`src/rtl/sar_pkg.sv`:
```
package sar_pkg;
  typedef enum logic [1:0] {ST_IDLE, ST_SAMPLE, ST_CONV} sar_state_t;
endpackage

```
`src/rtl/sar_samp_timer.sv`:
```
module sar_samp_timer #(
  parameter int SEL_W = 2
) (
  input  logic             clk,
  input  logic             rst,
  input  logic             run,
  input  logic [SEL_W-1:0] sel,
  output logic             done
);
  localparam int MAX_LEN = 2 << ((1 << SEL_W) - 1);
  localparam int CNT_W   = $clog2(MAX_LEN);

  logic [CNT_W-1:0] cnt;
  logic [CNT_W:0]   len;

  assign len  = (CNT_W+1)'(2) << sel;
  assign done = run && ({1'b0, cnt} == len - 1'b1);

  always_ff @(posedge clk) begin
    if (rst || !run) cnt <= '0;
    else             cnt <= cnt + 1'b1;
  end

  assert_cnt_bound_R3: assert property (@(posedge clk) disable iff (rst)
    run |-> ({1'b0, cnt} < len));
endmodule

```
`src/rtl/sar_approx.sv`:
```
module sar_approx #(
  parameter int W = 10
) (
  input  logic         clk,
  input  logic         rst,
  input  logic         clr,
  input  logic         load,
  input  logic         step,
  input  logic         cmp_hi,
  output logic [W-1:0] code,
  output logic [W-1:0] code_nx,
  output logic         last
);
  localparam int PW = $clog2(W);

  logic [PW-1:0] ptr;

  assign last = (ptr == '0);

  always_comb begin
    code_nx = code;
    for (int i = 0; i < W; i++) begin
      if (PW'(i) == ptr) code_nx[i] = !cmp_hi;
      if (PW'(i + 1) == ptr && ptr != '0) code_nx[i] = 1'b1;
    end
  end

  always_ff @(posedge clk) begin
    if (rst || clr) begin
      code <= '0;
      ptr  <= '0;
    end else if (load) begin
      code <= W'(1) << (W - 1);
      ptr  <= PW'(W - 1);
    end else if (step) begin
      code <= code_nx;
      ptr  <= ptr - 1'b1;
    end
  end

  assert_msb_first_R4: assert property (@(posedge clk) disable iff (rst)
    load && !clr |=> (code == (W'(1) << (W - 1))));
  assert_ptr_down_R4: assert property (@(posedge clk) disable iff (rst)
    step && !clr && !load && !last |=> (ptr == $past(ptr) - 1'b1));
endmodule

```
`src/rtl/sar_conv_ctrl.sv`:
```
module sar_conv_ctrl #(
  parameter int RES_W  = 10,
  parameter int CHAN_W = 7,
  parameter int SEL_W  = 2
) (
  input  logic              clk,
  input  logic              rst,
  input  logic              stop,
  input  logic              start,
  input  logic [CHAN_W-1:0] chan_in,
  input  logic [SEL_W-1:0]  samp_sel,
  input  logic              cmp_hi,
  output logic              pwr_en,
  output logic              sample_en,
  output logic              busy,
  output logic [RES_W-1:0]  dac_code,
  output logic              eoc,
  output logic [RES_W-1:0]  result,
  output logic [CHAN_W-1:0] chan_out
);
  import sar_pkg::*;

  sar_state_t         state;
  logic [SEL_W-1:0]   sel_q;
  logic               samp_done;
  logic               last;
  logic [RES_W-1:0]   code_nx;
  logic               load, step, clr;

  assign sample_en = (state == ST_SAMPLE);
  assign busy      = (state != ST_IDLE);
  assign load      = samp_done && !stop;
  assign step      = (state == ST_CONV) && !stop;
  assign clr       = stop || (state == ST_CONV && last) || (state == ST_IDLE);

  sar_samp_timer #(.SEL_W(SEL_W)) u_timer (
    .clk  (clk),
    .rst  (rst),
    .run  (state == ST_SAMPLE),
    .sel  (sel_q),
    .done (samp_done)
  );

  sar_approx #(.W(RES_W)) u_approx (
    .clk     (clk),
    .rst     (rst),
    .clr     (clr),
    .load    (load),
    .step    (step),
    .cmp_hi  (cmp_hi),
    .code    (dac_code),
    .code_nx (code_nx),
    .last    (last)
  );

  always_ff @(posedge clk) begin
    if (rst) begin
      state    <= ST_IDLE;
      sel_q    <= '0;
      eoc      <= 1'b0;
      result   <= '0;
      chan_out <= '0;
      pwr_en   <= 1'b0;
    end else begin
      eoc    <= 1'b0;
      pwr_en <= !stop;
      if (stop) begin
        state <= ST_IDLE;
      end else begin
        unique case (state)
          ST_IDLE: if (start) begin
            state    <= ST_SAMPLE;
            sel_q    <= samp_sel;
            chan_out <= chan_in;
          end
          ST_SAMPLE: if (samp_done) state <= ST_CONV;
          ST_CONV: if (last) begin
            state  <= ST_IDLE;
            eoc    <= 1'b1;
            result <= code_nx;
          end
          default: state <= ST_IDLE;
        endcase
      end
    end
  end

  assert_eoc_pulse_R6: assert property (@(posedge clk) disable iff (rst)
    eoc |=> !eoc);
  assert_eoc_idle_R6: assert property (@(posedge clk) disable iff (rst)
    eoc |-> !busy);
  assert_stop_abort_R7: assert property (@(posedge clk) disable iff (rst)
    stop |=> (!busy && !eoc && !pwr_en));
  assert_chan_hold_R8: assert property (@(posedge clk) disable iff (rst)
    busy |=> $stable(chan_out));
  assert_start_only_R2: assert property (@(posedge clk) disable iff (rst)
    !busy && !(start && !stop) |=> !busy);
endmodule

```
`config.mk`:
```
export PLATFORM = sky130hd
export DESIGN_NAME = sar_conv_ctrl
export DESIGN_NICKNAME = d
export VERILOG_FILES = /design/src/rtl/sar_pkg.sv /design/src/rtl/sar_samp_timer.sv /design/src/rtl/sar_approx.sv /design/src/rtl/sar_conv_ctrl.sv
export SDC_FILE = /design/constraint.sdc
export NUM_CORES = 1
export LEC_CHECK = 0
export ABC_AREA = 1
export BUFFER_PORTS_ARGS = -buffer_cell sky130_fd_sc_hd__buf_2
export CELL_PAD_IN_SITES_DETAIL_PLACEMENT = 1
export CELL_PAD_IN_SITES_GLOBAL_PLACEMENT = 2
export CORE_MARGIN = 2
export CORE_UTILIZATION = 33
export CTS_CLUSTER_DIAMETER = 120
export DETAILED_ROUTE_END_ITERATION = 12
export HOLD_SLACK_MARGIN = 0.02
export PLACE_DENSITY_LB_ADDON = 0.08
export SLEW_MARGIN = 20
export SYNTH_ARGS = -nofsm -noshare
export SYNTH_HDL_FRONTEND = slang
export SYNTH_SLANG_ARGS = --single-unit
```
`constraint.sdc`:
```
create_clock -name clk -period 2.4 [get_ports clk]
set_input_delay 0.48 -clock clk [delete_from_list [all_inputs] [get_ports clk]]
set_output_delay 0.48 -clock clk [all_outputs]
set_load 0.01 [all_outputs]
```
==> results.md, run 1 <==
- Post-Syn Nets: 270
- Max incr delay on CP: 0.36 ns
- CTS sink count: 41
- Clock buffer depth: 2
- Number of violations reported at the end of detailed-routing iteration 0: 86
- Number of pins exceeding their max-slew limit in the final report: 0
- FF+latch count, synth: 41
- CP max stage cell: ha_1
- I/O pin total: 45
- DRC violation count after routing: 0
- Count of cell types in the netlist: 32
- Detailed-placement wirelength estimate: 3.707 mm
- Maximum operating frequency: 0.5610 GHz
- Total global routing track utilization: 15.82%
- Core area: 5851 um2
- Arrival time worst endpoint: 1.96 ns
- Total length of routed wires: 4.763 mm
- Clk_skew: 0.007117 ns
- CP cell instances: inv_1 > ha_1 > nand3_4 > nor2_4 > inv_2 > nand2_1 > a21oi_2
- Number of global-route vias before repair: 1687
- Clock Pin Slew Worst Setup and Hold Paths: 0.09 ns
- Count of buffers added by post-CTS timing repair for setup: 0
- Port Buffers: 44
- IR Drop Worst-Case VDD: 0.2335 mV
- Transition time at the pin with the least slew margin: 0.5679 ns
- Synthesized netlist cell count: 250
- Total number of placement rows: 28
- Drt first pass iters: 4
- Setup slack on the worst flop-to-flop path: 0.62 ns
- Largest net degree at the start of global routing: 14
- Final weighted congestion of routability-driven global placement: 0.7080
- Share of post-route cells with drive strength above 1: 27.36%
- Worst path setup slack after routing: 0.6174 ns
- Number of vias per cell: 4.650
- Post-route ant nets: 0
- Biggest area consumer among synthesized cells: dfxtp_1
- Run status: completed
- Hold bufs inserted after CTS: 0
- Final period util: 74.28%
- Final setup TNS: 0 ns
- Via Count: 1725
- Number of antenna repair diodes: 0
- Global-route wire length before repair: 7.955 mm
- Top cells by area in the synthesized netlist: dfxtp_1 41%, nand2_1 7.4%, nor2_1 7.4%
- Post-synthesis average cell area: 7.928 um2
- Switching Power: 0.0003153 W
- Unrepaired setup endpoints after global routing: false
- Hold Worst Slack: 0.4250 ns
- Switch share: 25.50%
- Classification of the worst setup path: reg -> reg
- Number of buffers created by CTS: 5
- Endpoint kind of the worst setup timing path: register
- Setup Slack @ Placement: 0.5959 ns
- Die Y: 81.50 um
- Worst-case headroom to the max-slew limit: 62.05%
- Fraction of the core area covered by cells at the end of the flow: 39.80%
- Final period demand of the worst path: 1.783 ns
- Number of antenna violations at the first check in global routing: 0
- Number of hold violations in the final report: 0
- Max-cap violations: 0
- Post-Syn Area: 1982 um2
- Clock latency at the later pin of the worst-skew pair: 0.30 ns
- Worst path required time: 2.58 ns
- Critical path peak fanout: 12
- Clock tree from TritonCTS: yes
- Per-cell routed wire length: 12.84 um
- Post-layout net count: 315
- Die width: 81.50 um
- Hold WC Path Type: in -> reg
- Area growth syn-to-layout: 17.49%
- Ratio of total power to cell area: 531.1 nW/um2
- Share of the synthesized area in the top cell type: 41.41%
- Starting density of the core: 33.88%
- Leakage dissipation: 1.050 nW
- Number of H-tree levels: 2
- Area enclosed by the die boundary: 6641 um2
- YS warnings: 0
- Comb pwr share: 6.0%
- Root Buffer: clkbuf_8
- Internal Dissipation: 0.0009213 W
- Sequential area share after synthesis: 41.41%
- Share of power burned in the clock network: 37.3%
- Flop pwr share: 56.6%
- Number of endpoints failing setup at the final stage: 0
- Grt total ovfl: 0
- Critical path startpoint category: register
- Post-cts sizing count: 0
## power groups by stage
stage | registers [W] | logic (W) | clock network, W
after global routing | 0.000702 | 0.0000844 | 0.000508
final | 0.000700 | 0.0000745 | 0.000462
after global placement | 0.000716 | 0.0000751 | 0
after CTS | 0.000701 | 0.0000763 | 0.000482
after floorplan | 0.000720 | 0.0000400 | 0
after detailed placement | 0.000717 | 0.0000762 | 0
## per-stage QoR
stage	total power [W]	area [um2]	instances
global placement	0.0007915	2242	363
CTS	0.001259	2328	371
finish	0.001237	2328	371
detailed placement	0.0007929	2242	363
global route	0.001295	2328	371
floorplan	0.0007599	1982	250
## cells in the mapped netlist
| master | number |
|---|---|
| dfxtp_1 | 41 |
| nand2_1 | 39 |
| nor2_1 | 39 |
| nand3_1 | 26 |
| inv_1 | 16 |
| nand4_1 | 10 |
| o21ai_0 | 10 |
| nand2_2 | 9 |
| a21oi_2 | 8 |
| mux2i_1 | 8 |
| a21oi_1 | 7 |
| ha_1 | 6 |
| buf_6 | 4 |
| clkinv_1 | 3 |
| inv_2 | 3 |
| nand3_2 | 2 |
| nor2_4 | 2 |
| o21ai_1 | 2 |
| xor2_1 | 2 |
| buf_1 | 1 |
| buf_2 | 1 |
| buf_4 | 1 |
| nand3_4 | 1 |
| nand3b_1 | 1 |
| nor2_2 | 1 |
| nor2_8 | 1 |
| nor3_1 | 1 |
| o211a_1 | 1 |
| o21bai_1 | 1 |
| or2_0 | 1 |
| or2_2 | 1 |
| xnor2_1 | 1 |
## kinds of logic after synthesis
group                    after synthesis  share of synthesized area [%]
AO/OA/AOI/OAI                         29                          9.217
XOR/XNOR                               3                          1.326
adder cells (fa/ha/maj)                6                          3.788
buffers and inverters                 29                          7.260
flip-flops                            41                          41.41
multiplexers                           8                          4.041
AND/OR/NAND/NOR                      134                          32.95
## per-layer routing
layer / global-route usage (%) / share of wire [%]
met1: 22.79 / 53
met2: 22.95 / 42
met3: 4.066 / 3.8
met4: 5.085 / 1.1
met5: 0 / 0
## registers in the layout (all words and copies together) (netlist names)
signal and flops:
result 10, state 2, eoc 1, sel_q 2
pwr_en 1, u_approx.ptr 4, u_approx.code 10, u_timer.cnt 4
chan_out 7
## placed cells by master, fill, tap and decap left out, types with 2 or more instances in the layout
| cell type | instances |
|---|---|
| a21oi_2 | 8 |
| buf_2 | 44 |
| nor2_1 | 39 |
| inv_1 | 16 |
| nand4_1 | 10 |
| nor2_4 | 2 |
| mux2i_1 | 8 |
| nand2_2 | 9 |
| inv_2 | 3 |
| ha_1 | 6 |
| xor2_1 | 2 |
| a21oi_1 | 7 |
| o21ai_1 | 2 |
| o21ai_0 | 10 |
| clkinv_2 | 2 |
| nand2_1 | 39 |
| clkinv_1 | 3 |
| dfxtp_1 | 41 |
| nand3_1 | 26 |
| nand3_2 | 2 |
| clkbuf_8 | 5 |
## critical path: cells and delay by family (launching register included)
family / cells / cell delay [ns]
AO/OA/AOI/OAI: 1 / 0.05
adder cells (fa/ha/maj): 1 / 0.36
buffers and inverters: 2 / 0.31
flip-flops: 1 / 0.35
AND/OR/NAND/NOR: 3 / 0.57
## area by class of cell
class	count	area, um2
repair buffers	45	227.7
multi-input cells	180	1017
flip-flops and latches	41	820.8
fillers	731	3522
clock buffers	5	68.82
clock inverters	3	17.52
well taps	75	93.84
inverters	22	82.58
## path summary, 6_finish.rpt
| check | startpoint | to | depth (start not counted) |
|---|---|---|---|
| worst max-delay path | u_approx.ptr[0] | result[8] | 7 |
| worst min-delay path | chan_in[5] | chan_out[5] | 3 |
| worst max register to register | u_approx.ptr[0] | result[8] | 7 |
| worst min register to register | result[5] | result[5] | 2 |
(Power assumes the default switching activity.)
==> run 2: changes to the inputs <==
CORE_UTILIZATION = 30   (was 33)
clock period = 1.71 ns   (was 2.4 ns; I/O delays follow)
==> run 2 against run 1 <==
Net effect:
- non-clock buffer count is 7 higher
- first-iteration DRC count is 36% lower
- clock-buffer cell count stayed put
- register-to-register slack worse by 0.45 ns
- sequential power is 40% higher
- total power is 67% higher
- die area is 9.5% higher
- critical endpoint is now sample_en
==> results.md, run 2 (same netlist as run 1, synthesis figures left out) <==
- Number of antenna repair diodes: 0
- Setup Slack @ Placement: 0.1195 ns
- Max incr delay on CP: 0.40 ns
- Global-route wire length before repair: 8.790 mm
- Area enclosed by the die boundary: 7273 um2
- Detailed-placement wirelength estimate: 3.928 mm
- Most common cell after layout, fill and taps aside: buf_2
- Post-Layout Cell Count: 380
- Drt first pass iters: 4
- Total design power: 0.002061 W
- Largest net degree at the start of global routing: 15
- Post-route ant nets: 0
- Ratio of total power to cell area: 836.9 nW/um2
- Unrepaired setup endpoints after global routing: false
- Global Route met1 Usage: 21.56%
- Number of violations reported at the end of detailed-routing iteration 0: 55
- Clock Pin Slew Worst Setup and Hold Paths: 0.08 ns
- Final period demand of the worst path: 1.595 ns
- Grt met2 use: 23.22%
- Maximum operating frequency: 0.6268 GHz
- Worst-case headroom to the max-slew limit: 75.81%
- Total number of placement rows: 29
- Number of global-route vias before repair: 1745
- Core area: 6386 um2
- Final setup TNS: 0 ns
- Clock latency at the later pin of the worst-skew pair: 0.30 ns
- Root Buffer: clkbuf_8
- Run status: completed
- Transition time at the pin with the least slew margin: 0.3624 ns
- Hold WC Path Type: in -> reg
- Worst path setup slack after routing: 0.1145 ns
- Number of H-tree levels: 2
- Number of pins exceeding their max-slew limit in the final report: 0
- Die Y: 85.28 um
- Count of buffers added by post-CTS timing repair for setup: 0
- Number of buffers created by CTS: 5
- Number of antenna violations at the first check in global routing: 0
- Critical path peak fanout: 4
- IR Drop Worst-Case VDD: 0.3574 mV
- Number of hold violations in the final report: 0
- Endpoint kind of the worst setup timing path: output pin
- Clock tree from TritonCTS: yes
- Max-cap violations: 0
- GR Util met3: 3.696%
- Worst path buffer plus inverter count: 2
- Die width: 85.28 um
- Post-layout net count: 322
- Count of placed standard cells including taps: 372
- Total length of routed wires: 5.169 mm
- Final weighted congestion of routability-driven global placement: 0.6934
- Most used routing layer in global routing: met2
- CP max stage cell: dfxtp_1
- Number of vias per cell: 4.532
- Final period util: 93.30%
- Classification of the worst setup path: reg -> out
- Largest regs: result x10, u_approx.code x10, chan_out x7
- Kind of cell with the highest combined delay on the critical path: flip-flops
- Commonest cells after routing, fill and taps aside: 44 x buf_2, 41 x dfxtp_1, 39 x nor2_1, 39 x nand2_1, 26 x nand3_1
- Starting density of the core: 31.03%
- Worst path required time: 1.37 ns
- Leakage dissipation: 1.121 nW
- CP cell instances: inv_1 > nor2_1 > buf_2
- Via Count: 1722
- Critical path startpoint category: register
- I/O pin total: 45
- CTS sink count: 41
- Grt total ovfl: 0
- Share of post-route cells with drive strength above 1: 29.37%
- DRC violation count after routing: 0
- Area growth syn-to-layout: 24.24%
- Total global routing track utilization: 15.36%
- Port Buffers: 44
- Number of endpoints failing setup at the final stage: 0
- Clock buffer depth: 2
- Arrival time worst endpoint: 1.25 ns
- Per-cell routed wire length: 13.60 um
- Clk_skew: 0.007229 ns
## run 2: metrics by stage
| stage | utilization, % | area [um2] | hold slack, ns |
|---|---|---|---|
| after floorplan | - | 1982 | 0.4413 |
| after global placement | 36.36 | 2322 | 0.4564 |
| after detailed placement | 36.36 | 2322 | 0.4578 |
| after CTS | 38.52 | 2460 | 0.2716 |
| after global routing | 38.56 | 2462 | 0.2871 |
| final | 38.56 | 2462 | 0.2766 |
## run 2: timing repair
action                                 CTS  global route
endpoints found under the hold margin    0             0
setup endpoints to repair                0             1
resized for setup                        0             1
hold buffers                             0             0
## run 2: worst register-to-register path: stages, from the launching register on
cell and delay (ns):
dfxtp_1 0.36, inv_1 0.16, ha_2 0.30, nand3_4 0.11, nor2_4 0.14, buf_4 0.21, nand2_2 0.08, a21oi_2 0.12
## run 2: area by class of cell
type / count / area (um2)
Clock buffer: 5 / 68.82
Tap cell: 77 / 96.34
Clock inverter: 3 / 68.82
Fill cell: 825 / 3924
Multi-Input combinational cell: 180 / 1020
Timing Repair Buffer: 52 / 305.3
Sequential cell: 41 / 820.8
Inverter: 22 / 82.58
## run 2: final timing paths
kind                            cells past startpoint        end  slack (ns)       startpoint
worst min-delay path                                2     pwr_en        0.28              rst
worst min register to register                      2  result[6]        0.47        result[6]
worst max-delay path                                3  sample_en        0.11         state[0]
worst max register to register                      7  result[5]        0.17  u_approx.ptr[0]
## run 2: report_power, final
| group | switching [W] | total, W | internal [W] |
|---|---|---|---|
| Combinational | 0.0000679 | 0.000112 | 0.0000439 |
| Sequential | 0.0000107 | 0.000983 | 0.000972 |
| Clock | 0.000378 | 0.000966 | 0.000588 |
| Total | 0.000457 | 0.00206 | 0.00160 |
## run 2: per-layer routing
| layer | routed length, um | vias up |
|---|---|---|
| met4 | 69 | 0 |
| met3 | 198 | 7 |
| li1 | - | 921 |
| met5 | 0 | - |
| met1 | 2715 | 762 |
| met2 | 2187 | 32 |
==> run 3: changes to the inputs <==
ABC_AREA = unset   (was 1)
CORE_UTILIZATION = 31   (was 30)
CTS_CLUSTER_DIAMETER = unset   (was 120)
PLACE_DENSITY_LB_ADDON = 0.1   (was 0.08)
==> run 3 against run 2 <==
Net effect:
- the flow now finishes with violations (negative setup slack)
- utilization is 2.9 points higher
- die area fell by 3.7%
- register-to-register slack worse by 0.23 ns
- via count grew 11%
- global-route usage grew 1.1 points
- worst setup slack worse by 0.17 ns
- non-clock buffer count grew 24
==> results.md, run 3 <==
- Run status: finished with violations
- Failing checks: negative setup slack
- Post-synthesis average cell area: 8.416 um2
- Post-Syn Area: 1969 um2
- Number of antenna repair diodes: 0
- Number of global-route vias before repair: 1872
- Arrival time worst endpoint: 1.94 ns
- Total design power: 0.001909 W
- Per-cell routed wire length: 14.38 um
- Core area: 6241 um2
- Critical path startpoint category: register
- Biggest area consumer among synthesized cells: dfxtp_1
- Max-cap violations: 0
- Post-route ant nets: 0
- Amount of wire on met2 after detailed routing: 2.557 mm
- Port Buffers: 44
- Synthesized netlist cell count: 234
- Worst path required time: 1.88 ns
- Classification of the worst setup path: reg -> reg
- Share of the synthesized area in the top cell type: 41.68%
- Commonest cells after routing, fill and taps aside: 44 x buf_2, 40 x dfxtp_1, 38 x nand2_1
- Transition time at the pin with the least slew margin: 0.4046 ns
- Area enclosed by the die boundary: 7007 um2
- Commonest register cell after synthesis: dfxtp_1
- IR Drop Worst-Case VDD: 0.3705 mV
- Starting density of the core: 31.56%
- Largest regs: result x10, u_approx.code x10, chan_out x7
- Top layer in use: met4
- Detailed-placement wirelength estimate: 4.248 mm
- Die Y: 83.71 um
- Number of vias per cell: 4.987
- Largest net degree at the start of global routing: 22
- Worst path setup slack after routing: -0.05503 ns
- I/O pin total: 45
- FF+latch count, synth: 41
- Worst Reg-to-Reg Cells: 5
- Count of cell types in the netlist: 47
- Final weighted congestion of routability-driven global placement: 0.7421
- Number of violations reported at the end of detailed-routing iteration 0: 47
- Number of hold violations in the final report: 0
- Hold path depth: 3
- Setup slack on the worst flop-to-flop path: -0.06 ns
- Most common cell after layout, fill and taps aside: buf_2
- Sum of routed wire segments on met1: 2.698 mm
- Number of antenna violations at the first check in global routing: 0
- Root Buffer: clkbuf_8
- Count of buffers added by post-CTS timing repair for setup: 0
- Drt first pass iters: 3
- Hold bufs inserted after CTS: 0
- Clock latency at the later pin of the worst-skew pair: 0.29 ns
- Critical path peak fanout: 6
- Post-synth ARST share: 0%
- Endpoint kind of the worst setup timing path: register
- Number of H-tree levels: 2
- Area growth syn-to-layout: 31.51%
- Number of endpoints failing setup at the final stage: 11
- Sequential area share after synthesis: 41.68%
- Unrepaired setup endpoints after global routing: true
- Most common library cells after synthesis: 41 x dfxtp_1, 38 x nand2_1, 21 x a21oi_1
- Top cells by area in the synthesized netlist: dfxtp_1 42%, nand2_1 7.2%, a21oi_1 5.3%
- YS warnings: 0
- Maximum operating frequency: 0.5666 GHz
- Hold WC Path Type: in -> reg
- Clock buffer depth: 2
- Leading cell type by number of instances after synthesis: dfxtp_1
- Final period util: 103.2%
- Global-route wire length before repair: 9.252 mm
- Clock Pin Slew Worst Setup and Hold Paths: 0.08 ns
- Number of enable flip-flop cells after synthesis: 0
- DRC violation count after routing: 0
- Clock tree from TritonCTS: yes
- Via Count: 1910
- Ratio of total power to cell area: 737.3 nW/um2
- Total global routing track utilization: 16.45%
- Setup Slack @ Placement: -0.09204 ns
- Met3 WL: 178 um
- Clk_skew: 0.002217 ns
- Number of pins exceeding their max-slew limit in the final report: 0
- Die width: 83.71 um
- Post-layout net count: 325
- Total length of routed wires: 5.507 mm
- Leakage dissipation: 1.032 nW
- Total number of placement rows: 29
- Final period demand of the worst path: 1.765 ns
- CTS sink count: 41
- Share of post-route cells with drive strength above 1: 31.05%
- Post-Syn Nets: 254
- Grt total ovfl: 0
- Worst-case headroom to the max-slew limit: 72.74%
- Number of buffers created by CTS: 5
-- run 3: final timing paths --
check	from	end
worst min register to register	result[1]	result[1]
worst min-delay path	chan_in[0]	chan_out[0]
worst max register to register	sel_q[1]	u_approx.code[0]
worst max-delay path	sel_q[1]	u_approx.code[0]
-- run 3: repair_timing --
action / in CTS / in global routing
resized for setup: 0 / 5
pin swaps: 1 / 0
endpoints found under the setup margin: 11 / 17
-- run 3: logic make-up (layout without fill, tap and decap cells) --
kind of cell	after synthesis	in the layout	synth area share (%)
and+or+nand+nor	109	109	28.84
AOI/OAI and AO/OA	55	55	19.12
buffers and inverters	18	90	4.320
DFF	41	41	41.68
adders and majority gates	6	6	3.812
xor gates and xnor gates	5	5	2.224
-- run 3: worst max-delay path, stage by stage (launching register included) --
cell and delay [ns]:
dfxtp_1 0.31, or4b_1 0.52, a211o_1 0.30, a311oi_2 0.25
buf_4 0.20, a2111oi_0 0.06
-- run 3: layer usage --
layer	GRT usage (%)	vias to the layer above
met2	26.04	27
met1	22.62	899
li1	-	974
met5	0	-
met4	4.692	0
met3	3.561	10
-- run 3: power breakdown --
part / internal, W / leakage [nW] / switching (W)
combinational: 0.0000520 / 0.641 / 0.0000692
sequential: 0.000967 / 0.332 / 0.00000718
clock: 0.000476 / 0.0585 / 0.000338
total: 0.00150 / 1.03 / 0.000414
-- run 3: stage by stage --
stage	cells	instance area [um2]	TNS [ns]	hold slack, ns	util [%]
floorplan	234	1969	-0.8607	0.4376	-
global placement	375	2464	-0.5638	0.4380	39.47
detailed placement	375	2464	-0.7454	0.4457	39.47
CTS	383	2580	-0.5711	0.2705	41.34
global route	383	2590	-1.304	0.2777	41.50
finish	383	2590	-0.3297	0.2788	41.50
-- run 3: area by class of cell --
class                      instances  area, um2
tap                               77      96.34
clock inverter                     1      30.03
multi-input combinational        175       1072
sequential                        41      822.0
inverter                           6      22.52
fill                             773       3651
timing repair buffer              76      460.4
clock buffer                       7      86.33
